File: config.mk
export PLATFORM = sky130hd
export DESIGN_NAME = irq_vector_ctrl
export DESIGN_NICKNAME = d
export VERILOG_FILES = /design/src/rtl/irq_pkg.sv /design/src/rtl/irq_rst_sync.sv /design/src/rtl/irq_sampler.sv /design/src/rtl/irq_pick_first.sv /design/src/rtl/irq_svc_track.sv /design/src/rtl/irq_vector_ctrl.sv
export SDC_FILE = /design/constraint.sdc
export NUM_CORES = 1
export LEC_CHECK = 0
export ABC_AREA = 0
export BUFFER_PORTS_ARGS = -buffer_cell sky130_fd_sc_hd__buf_4
export CORE_UTILIZATION = 45
export CTS_CLUSTER_SIZE = 8
export DETAILED_ROUTE_END_ITERATION = 6
export PLACE_DENSITY = 0.8
export SETUP_SLACK_MARGIN = 0.3
export SYNTH_ARGS = -nofsm -noshare
export SYNTH_HDL_FRONTEND = slang
export SYNTH_SLANG_ARGS = --single-unit
File: constraint.sdc
create_clock -name clk -period 0.8 [get_ports clk]
set_clock_uncertainty 0.15 [all_clocks]
set_input_delay 0.16 -clock clk [delete_from_list [all_inputs] [get_ports clk]]
set_output_delay 0.16 -clock clk [all_outputs]
set_load 0.005 [all_outputs]
File: src/rtl/irq_pkg.sv
package irq_pkg;

  typedef enum logic {
    LVL_LO = 1'b0,
    LVL_HI = 1'b1
  } lvl_e;

  function automatic int unsigned vec_of(int unsigned idx, int unsigned base,
                                         int unsigned stride);
    return base + stride * idx;
  endfunction

endpackage

File: src/rtl/irq_rst_sync.sv
module irq_rst_sync (
  input  logic clk,
  input  logic rst_n,
  output logic rst_sync_n
);
  logic [1:0] sync_q;

  always_ff @(posedge clk or negedge rst_n) begin
    if (!rst_n) sync_q <= 2'b00;
    else        sync_q <= {sync_q[0], 1'b1};
  end

  assign rst_sync_n = sync_q[1];
endmodule

File: src/rtl/irq_sampler.sv
module irq_sampler #(
  parameter int NUM_SRC = 5
) (
  input  logic               clk,
  input  logic               rst_n,
  input  logic [NUM_SRC-1:0] irq_flags,
  input  logic               sample_stb,
  input  logic               mcyc_stb,
  output logic [NUM_SRC-1:0] poll_flags
);
  logic [NUM_SRC-1:0] samp_q, samp_d;
  logic [NUM_SRC-1:0] poll_q, poll_d;

  always_comb begin
    samp_d = samp_q;
    poll_d = poll_q;
    if (sample_stb) samp_d = irq_flags;
    if (mcyc_stb)   poll_d = samp_q;
  end

  always_ff @(posedge clk or negedge rst_n) begin
    if (!rst_n) begin
      samp_q <= '0;
      poll_q <= '0;
    end else begin
      samp_q <= samp_d;
      poll_q <= poll_d;
    end
  end

  assign poll_flags = poll_q;
endmodule

File: src/rtl/irq_pick_first.sv
module irq_pick_first #(
  parameter int NUM_SRC = 5,
  parameter int IDX_W   = 3
) (
  input  logic [NUM_SRC-1:0] req,
  output logic               any,
  output logic [IDX_W-1:0]   idx
);
  always_comb begin
    any = |req;
    idx = '0;
    for (int i = NUM_SRC - 1; i >= 0; i--) begin
      if (req[i]) idx = IDX_W'(i);
    end
  end
endmodule

File: src/rtl/irq_svc_track.sv
module irq_svc_track
  import irq_pkg::*;
(
  input  logic       clk,
  input  logic       rst_n,
  input  logic       call_fire,
  input  lvl_e       call_lvl,
  input  logic       reti_fire,
  output logic [1:0] svc
);
  logic [1:0] svc_q, svc_d;

  always_comb begin
    svc_d = svc_q;
    if (reti_fire) begin
      if (svc_q[1]) svc_d[1] = 1'b0;
      else          svc_d[0] = 1'b0;
    end
    if (call_fire) begin
      if (call_lvl == LVL_HI) svc_d[1] = 1'b1;
      else                    svc_d[0] = 1'b1;
    end
  end

  always_ff @(posedge clk or negedge rst_n) begin
    if (!rst_n) svc_q <= 2'b00;
    else        svc_q <= svc_d;
  end

  assign svc = svc_q;
endmodule

File: src/rtl/irq_vector_ctrl.sv
module irq_vector_ctrl
  import irq_pkg::*;
#(
  parameter int NUM_SRC    = 5,
  parameter int ADDR_W     = 16,
  parameter int VEC_BASE   = 3,
  parameter int VEC_STRIDE = 8
) (
  input  logic               clk,
  input  logic               rst_n,
  input  logic [NUM_SRC-1:0] irq_flags,
  input  logic               glb_en,
  input  logic [NUM_SRC-1:0] src_en,
  input  logic [NUM_SRC-1:0] src_hi,
  input  logic               sample_stb,
  input  logic               mcyc_stb,
  input  logic               last_cyc,
  input  logic               reti_ins,
  input  logic               ctl_write,
  output logic               call_req,
  output logic [ADDR_W-1:0]  vec_addr,
  output logic [1:0]         in_svc
);
  localparam int IDX_W = (NUM_SRC > 1) ? $clog2(NUM_SRC) : 1;

  logic               rst_i_n;
  logic [NUM_SRC-1:0] poll_flags;
  logic [NUM_SRC-1:0] gated;
  logic [NUM_SRC-1:0] grp_req [2];
  logic [1:0]         grp_any;
  logic [IDX_W-1:0]   grp_idx [2];
  logic [IDX_W-1:0]   win_idx;
  lvl_e               win_lvl;
  logic               lvl_ok;
  logic               gate_ok;
  logic               fire;
  logic               reti_fire;
  logic               call_q, call_d;
  logic [ADDR_W-1:0]  vec_q, vec_d;

  irq_rst_sync u_rst (
    .clk       (clk),
    .rst_n     (rst_n),
    .rst_sync_n(rst_i_n)
  );

  irq_sampler #(.NUM_SRC(NUM_SRC)) u_samp (
    .clk       (clk),
    .rst_n     (rst_i_n),
    .irq_flags (irq_flags),
    .sample_stb(sample_stb),
    .mcyc_stb  (mcyc_stb),
    .poll_flags(poll_flags)
  );

  assign gated      = poll_flags & src_en & {NUM_SRC{glb_en}};
  assign grp_req[0] = gated & ~src_hi;
  assign grp_req[1] = gated & src_hi;

  for (genvar g = 0; g < 2; g++) begin : g_grp
    irq_pick_first #(.NUM_SRC(NUM_SRC), .IDX_W(IDX_W)) u_pick (
      .req(grp_req[g]),
      .any(grp_any[g]),
      .idx(grp_idx[g])
    );
  end

  always_comb begin
    win_lvl = grp_any[1] ? LVL_HI : LVL_LO;
    win_idx = grp_any[1] ? grp_idx[1] : grp_idx[0];
    lvl_ok  = (win_lvl == LVL_HI) ? !in_svc[1] : !(in_svc[1] || in_svc[0]);
    gate_ok = last_cyc && !reti_ins && !ctl_write;
    fire    = mcyc_stb && (|grp_any) && lvl_ok && gate_ok;
  end

  assign reti_fire = mcyc_stb && reti_ins && last_cyc;

  irq_svc_track u_svc (
    .clk      (clk),
    .rst_n    (rst_i_n),
    .call_fire(fire),
    .call_lvl (win_lvl),
    .reti_fire(reti_fire),
    .svc      (in_svc)
  );

  always_comb begin
    call_d = fire;
    vec_d  = vec_q;
    if (fire) vec_d = ADDR_W'(vec_of(32'(win_idx), VEC_BASE, VEC_STRIDE));
  end

  always_ff @(posedge clk or negedge rst_i_n) begin
    if (!rst_i_n) begin
      call_q <= 1'b0;
      vec_q  <= '0;
    end else begin
      call_q <= call_d;
      vec_q  <= vec_d;
    end
  end

  assign call_req = call_q;
  assign vec_addr = vec_q;
endmodule

==> results of run 1 <==
-- timing repair --
action                                  in CTS  in global routing
setup buffers                                8                  4
endpoints found under the setup margin      43                 41
hold endpoints to repair                     8                  6
gates resized for setup                     11                  7
pin swaps                                    1                  5
-- state kept, by name (all words and copies together), names as in the netlist --
signal / flops
call_req: 1
u_rst.sync_q: 2
u_samp.poll_flags: 5
u_samp.samp_q: 5
u_svc.svc: 2
vec_addr: 4
-- area by class of cell --
cell class	instances	area [sq um]	area share, %
Clock buffer	4	26.3	1.74
Inverter	2	7.51	0.498
Timing Repair Buffer	58	487	32.3
Multi-Input combinational cell	59	475	31.5
Tap cell	27	33.8	2.24
Sequential cell	19	479	31.8
-- where the power goes --
| group | internal, mW | switching [mW] | leakage [nW] |
|---|---|---|---|
| Sequential | 1.11 | 0.123 | 0.230 |
| Combinational | 0.602 | 0.318 | 0.496 |
| Clock | 0.194 | 0.310 | 0.0150 |
-- cells by family (layout without fill, tap and decap cells) --
group                  Yosys count  in the layout  synth area share (%)
flip-flops                      19             19                  47.1
buffers and inverters           16             64                  11.5
AO/OA/AOI/OAI                   12             12                  9.68
other                            2             12                 0.745
AND/OR/NAND/NOR                 22             22                  15.8
multiplexers                    13             13                  15.1
-- worst max path at each step --
stage / depth (start not counted) / start / slack (ns) / end
after floorplan: 3 / u_svc.svc[1] / -0.88 / vec_addr[3]
after global placement: 3 / u_svc.svc[1] / -0.86 / vec_addr[4]
after detailed placement: 5 / u_samp.poll_flags[0] / -0.92 / vec_addr[4]
after CTS: 3 / u_svc.svc[1] / -0.90 / vec_addr[4]
after global routing: 5 / u_samp.poll_flags[4] / -0.98 / vec_addr[4]
final: 6 / u_samp.poll_flags[3] / -0.93 / u_svc.svc[1]
-- Yosys cell counts, types with 2 or more instances --
library cell / count / area (sq um)
dfrtp_1: 19 / 475
buf_4: 13 / 97.6
mux2_2: 10 / 113
nand2_1: 4 / 15.0
nand3_1: 3 / 15.0
nand4_1: 3 / 18.8
conb_1: 2 / 7.51
inv_1: 2 / 7.51
mux2_4: 2 / 30.0
nand4b_1: 2 / 17.5
nor2_1: 2 / 7.51
o21ai_0: 2 / 10.0
o21ai_1: 2 / 10.0
-- stage by stage --
stage,setup WS (ns),util [%]
finish,-0.929,73.9
global placement,-0.861,64.3
global route,-0.981,73.9
floorplan,-0.878,-
CTS,-0.904,71.0
detailed placement,-0.918,64.3
-- metal layers --
| metal | vias up | routed length [um] | track usage (%) | part of all wire [%] |
|---|---|---|---|---|
| met5 | - | 0 | 0 | 0 |
| met4 | 0 | 42 | 11.3 | 1.5 |
| met3 | 8 | 107 | 2.49 | 3.9 |
| met2 | 43 | 1400 | 37.9 | 51 |
| met1 | 443 | 1170 | 28.2 | 43 |
| li1 | 401 | - | - | - |
==> results.py, run 1 <==
metrics = {
    "global_route": {
        "grt_max_degree": 11,
        "grt_pass1_vias": 896,
        "grt_antenna_before_repair": 0,
        "grt_pass1_wl_um": 4070,
        "grtUsageTotal_pct": 22.5,
        "overflow": 0,
    },
    "run_status": {
        "violations": "negative hold slack, negative setup slack",
        "status": "finished, violations left",
    },
    "die": {
        "dieHeight_um": 49.3,
        "die_w_um": 49.3,
        "io_pins": 42,
        "die-area_sq_um": 2430,
        "start_util_pct": 49.4,
        "fp-row-count": 16,
        "core_sq_um": 2040,
    },
    "setup_path": {
        "cp_num_buf_inv": 1,
        "endpoint_kind": "register",
        "regToRegEndpoint": "u_svc.svc[1]",
        "rr_worst_depth": 6,
        "crit_required_ns": 0.85,
        "r2r_slack_ns": -0.93,
        "crit_fanout": 6,
        "path_cells": "nand4b_1 -> o21ai_2 -> o31ai_4 -> a21oi_4 -> buf_4 -> a22o_1",
        "critPathArrivalTime_ns": 1.78,
        "crit_family": "compound AO/OA/AOI/OAI gates",
        "r2r-start": "u_samp.poll_flags[3]",
        "slowest_delay_ns": 0.43,
        "path_class": "reg -> reg",
        "crit_slowest_cell": "dfrtp_1",
        "crit_path_start_kind": "register",
    },
    "finish": {
        "area_delta_synth_final_pct": 49.6,
        "num-fill-cells": 140,
        "final_cell_mix": "46 x buf_4, 18 x dfrtp_1, 12 x conb_1",
        "layout.cells.non_filler": 169,
        "design_area_sq_um": 1510,
        "diodes": 0,
        "final_nets": 166,
        "drive_gt1_share_pct": 59.2,
        "mostFrequentLayoutCell": "buf_4",
    },
    "pwr": {
        "vdd_drop_max_v": 0.00124,
        "power.density_nw_per_um2": 1760,
        "p_leak_nw": 0.741,
        "power_mw": 2.66,
    },
    "placed_design": {
        "dp_hpwl_um": 1610,
        "dpl_cell_area_sq_um": 1310,
        "place_congestion": 0.807,
        "io_buffers": 30,
        "dp.cells": 152,
    },
    "route": {
        "drtIter0Drc": 34,
        "vias_per_cell": 5.30,
        "wirelength_um": 2720,
        "post_drt_wl_per_cell_um": 16.1,
        "drc": 0,
        "postRouteAntennaNets": 0,
        "first_pass_iters": 4,
        "vias": 895,
    },
    "min_path": {
        "min_path_type": "in -> reg",
        "holdPathEnd": "u_samp.samp_q[0]",
        "holdCritStartpoint": "irq_flags[0]",
        "holdPathStages": 2,
    },
    "logic_synthesis": {
        "yosys_warnings": 0,
        "netlist_instances": 84,
        "async_flop_share_pct": 100,
        "ys_seq_elements": 19,
        "synth-edff-count": 0,
        "synthFlopType": "dfrtp_1",
        "seq_area_frac_synth_pct": 47.1,
        "ys_types": 31,
        "synth_area_sq_um": 1010,
        "avgSynthCellArea_sq_um": 12.0,
    },
    "sta": {
        "fin_crit_ns": 1.73,
        "period_share_pct": 216,
        "setup_slack_ns": -0.929,
        "finalSetupTns_ns": -10.43,
        "report.final.slew_viol_count": 0,
        "finalSetupViolations": 25,
        "final-hold-violation-count": 6,
        "rsz0062_at_grt": "yes",
        "clock.fmax_mhz": 578,
        "hold_ws_ns": -0.0683,
    },
    "cts": {
        "cts_root_buffer": "clkbuf_4",
        "holdBufCountCts": 1,
        "cts_tree": "built",
        "cts_max_level": 1,
        "cts_buffers": 3,
        "clock_sinks": 19,
        "worst_skew_pair.late_latency_ns": 0.30,
        "clk_pin_slew_ns": 0.11,
        "cts_max_path_buffers": 2,
    },
    "flow_run": {
        "drv_cap": 0,
    },
}
No activity file was read; power rests on OpenSTA's default activity.
==> run 2: changes to the inputs <==
--- a/config.mk
+++ b/config.mk
@@ -7,10 +7,10 @@
 export LEC_CHECK = 0
 export ABC_AREA = 0
 export BUFFER_PORTS_ARGS = -buffer_cell sky130_fd_sc_hd__buf_4
-export CORE_UTILIZATION = 45
+export CORE_UTILIZATION = 46
 export CTS_CLUSTER_SIZE = 8
 export DETAILED_ROUTE_END_ITERATION = 6
-export PLACE_DENSITY = 0.8
+export PLACE_DENSITY = 0.81
 export SETUP_SLACK_MARGIN = 0.3
 export SYNTH_ARGS = -nofsm -noshare
 export SYNTH_HDL_FRONTEND = slang
==> run 2 against run 1 <==
Net effect: the run still ends with negative hold slack, negative setup slack left; hold slack gained 0.0080 ns; global-route usage down 3.4 points; clock power down 6.9%; sequential share of layout area increased by 0.51 points; critical endpoint is now vec_addr[3].
==> results.py, run 2 (synthesis gave the netlist of run 1 again) <==
metrics = {
    "run_status": {
        "status": "finished, violations left",
        "violations": "negative hold slack, negative setup slack",
    },
    "setup_path": {
        "r2r-start": "u_svc.svc[1]",
        "critPathArrivalTime_ns": 1.73,
        "path_class": "reg -> reg",
        "rr_worst_depth": 3,
        "crit_required_ns": 0.84,
        "crit_fanout": 5,
        "crit_path_start_kind": "register",
        "endpoint_kind": "register",
        "r2r_slack_ns": -0.89,
        "regToRegEndpoint": "vec_addr[3]",
    },
    "finish": {
        "area_delta_synth_final_pct": 47.3,
        "fin_util_pct": 74.2,
        "diodes": 0,
        "final_nets": 164,
        "mostFrequentLayoutCell": "buf_4",
        "drive_gt1_share_pct": 57.9,
        "final_cell_mix": "44 x buf_4, 18 x dfrtp_1, 12 x conb_1",
        "layout.cells.non_filler": 167,
    },
    "route": {
        "drc": 0,
        "vias": 849,
        "postRouteAntennaNets": 0,
        "wirelength_um": 2170,
        "first_pass_iters": 4,
        "drtIter0Drc": 5,
        "post_drt_wl_per_cell_um": 13.0,
        "vias_per_cell": 5.08,
    },
    "sta": {
        "hold_ws_ns": -0.0603,
        "final-hold-violation-count": 5,
        "setup_slack_ns": -0.892,
        "finalSetupViolations": 25,
        "rsz0062_at_grt": "yes",
        "fin_crit_ns": 1.69,
        "period_share_pct": 211,
        "clock.fmax_mhz": 591,
        "report.final.slew_viol_count": 0,
    },
    "pwr": {
        "power_mw": 2.55,
        "p_leak_nw": 0.724,
        "combPwrFrac_pct": 33.6,
        "power.density_nw_per_um2": 1710,
        "switching_share_pct": 26.5,
        "p_seq_share_pct": 48.0,
        "p_sw_mw": 0.674,
        "vdd_drop_max_v": 0.00137,
        "power.internal_mw": 1.87,
        "clkPwrFrac_pct": 18.4,
    },
    "min_path": {
        "min_path_type": "in -> reg",
        "holdPathEnd": "u_samp.samp_q[3]",
        "holdCritStartpoint": "irq_flags[3]",
        "holdPathStages": 2,
    },
    "placed_design": {
        "place_congestion": 0.819,
        "dpl_worst_slack_ns": -0.912,
        "dp.cells": 152,
        "io_buffers": 30,
        "dp_hpwl_um": 1630,
    },
    "cts": {
        "cts_root_buffer": "clkbuf_4",
        "cts_max_level": 1,
        "clock_sinks": 19,
        "worst_skew_pair.late_latency_ns": 0.29,
        "cts_tree": "built",
        "cts_buffers": 3,
        "holdBufCountCts": 1,
        "cts_max_path_buffers": 2,
        "clk_pin_slew_ns": 0.10,
    },
    "die": {
        "die_w_um": 48.8,
        "core_sq_um": 2000,
        "die-area_sq_um": 2380,
        "dieHeight_um": 48.8,
        "start_util_pct": 50.4,
        "io_pins": 42,
        "fp-row-count": 16,
    },
    "global_route": {
        "overflow": 0,
        "grt_pass1_wl_um": 3470,
        "grt_max_degree": 11,
        "grt_pass1_vias": 856,
        "grt_antenna_before_repair": 0,
        "grtUsageTotal_pct": 19.1,
    },
    "flow_run": {
        "drv_cap": 0,
    },
}
-- run 2: power groups by stage --
stage / clock network (mW) / registers [mW] / logic (mW)
floorplan: 0 / 1.23 / 0.367
global placement: 0 / 1.23 / 0.636
detailed placement: 0 / 1.24 / 0.658
CTS: 0.489 / 1.22 / 0.816
global route: 0.513 / 1.24 / 0.914
finish: 0.470 / 1.22 / 0.855
-- run 2: per-stage QoR --
step,setup TNS [ns],area [sq um]
floorplan,-5.96,1050
global placement,-6.92,1310
detailed placement,-7.43,1310
CTS,-9.95,1470
global route,-10.79,1490
finish,-9.86,1490
-- run 2: area by class of cell --
class | instances | area [sq um]
fill | 144 | 517
multi-input combinational | 59 | 470
tap | 27 | 33.8
timing repair buffer | 56 | 468
inverter | 2 | 7.51
sequential | 19 | 479
clock buffer | 4 | 26.3
-- run 2: worst max-delay path by stage --
stage                               from           to  slack (ns)  cells past startpoint
detailed placement  u_samp.poll_flags[0]  vec_addr[3]       -0.91                      5
global route        u_samp.poll_flags[0]  vec_addr[1]       -0.96                      6
floorplan                   u_svc.svc[1]  vec_addr[3]       -0.88                      3
CTS                 u_samp.poll_flags[0]  vec_addr[1]       -0.88                      6
global placement            u_svc.svc[1]  vec_addr[3]       -0.86                      3
finish                      u_svc.svc[1]  vec_addr[3]       -0.89                      3
-- run 2: critical path, stage by stage (launching register included) --
cell and delay [ns]:
dfrtp_1 0.40, or4_4 0.50, a21oi_4 0.22, mux2_4 0.32
-- run 2: what timing repair did --
item	in CTS	in global routing
setup endpoints to repair	43	41
gates resized for setup	12	3
setup buffers	9	1
pin swaps	5	3
hold endpoints to repair	7	5
-- run 2: per-layer routing --
metal	up-vias	part of all wire (%)	global-route usage, %
met3	6	4.2	2.49
met4	0	1.6	8.82
met2	36	57	37.0
met1	414	37	20.1
li1	393	-	-
met5	-	0	0
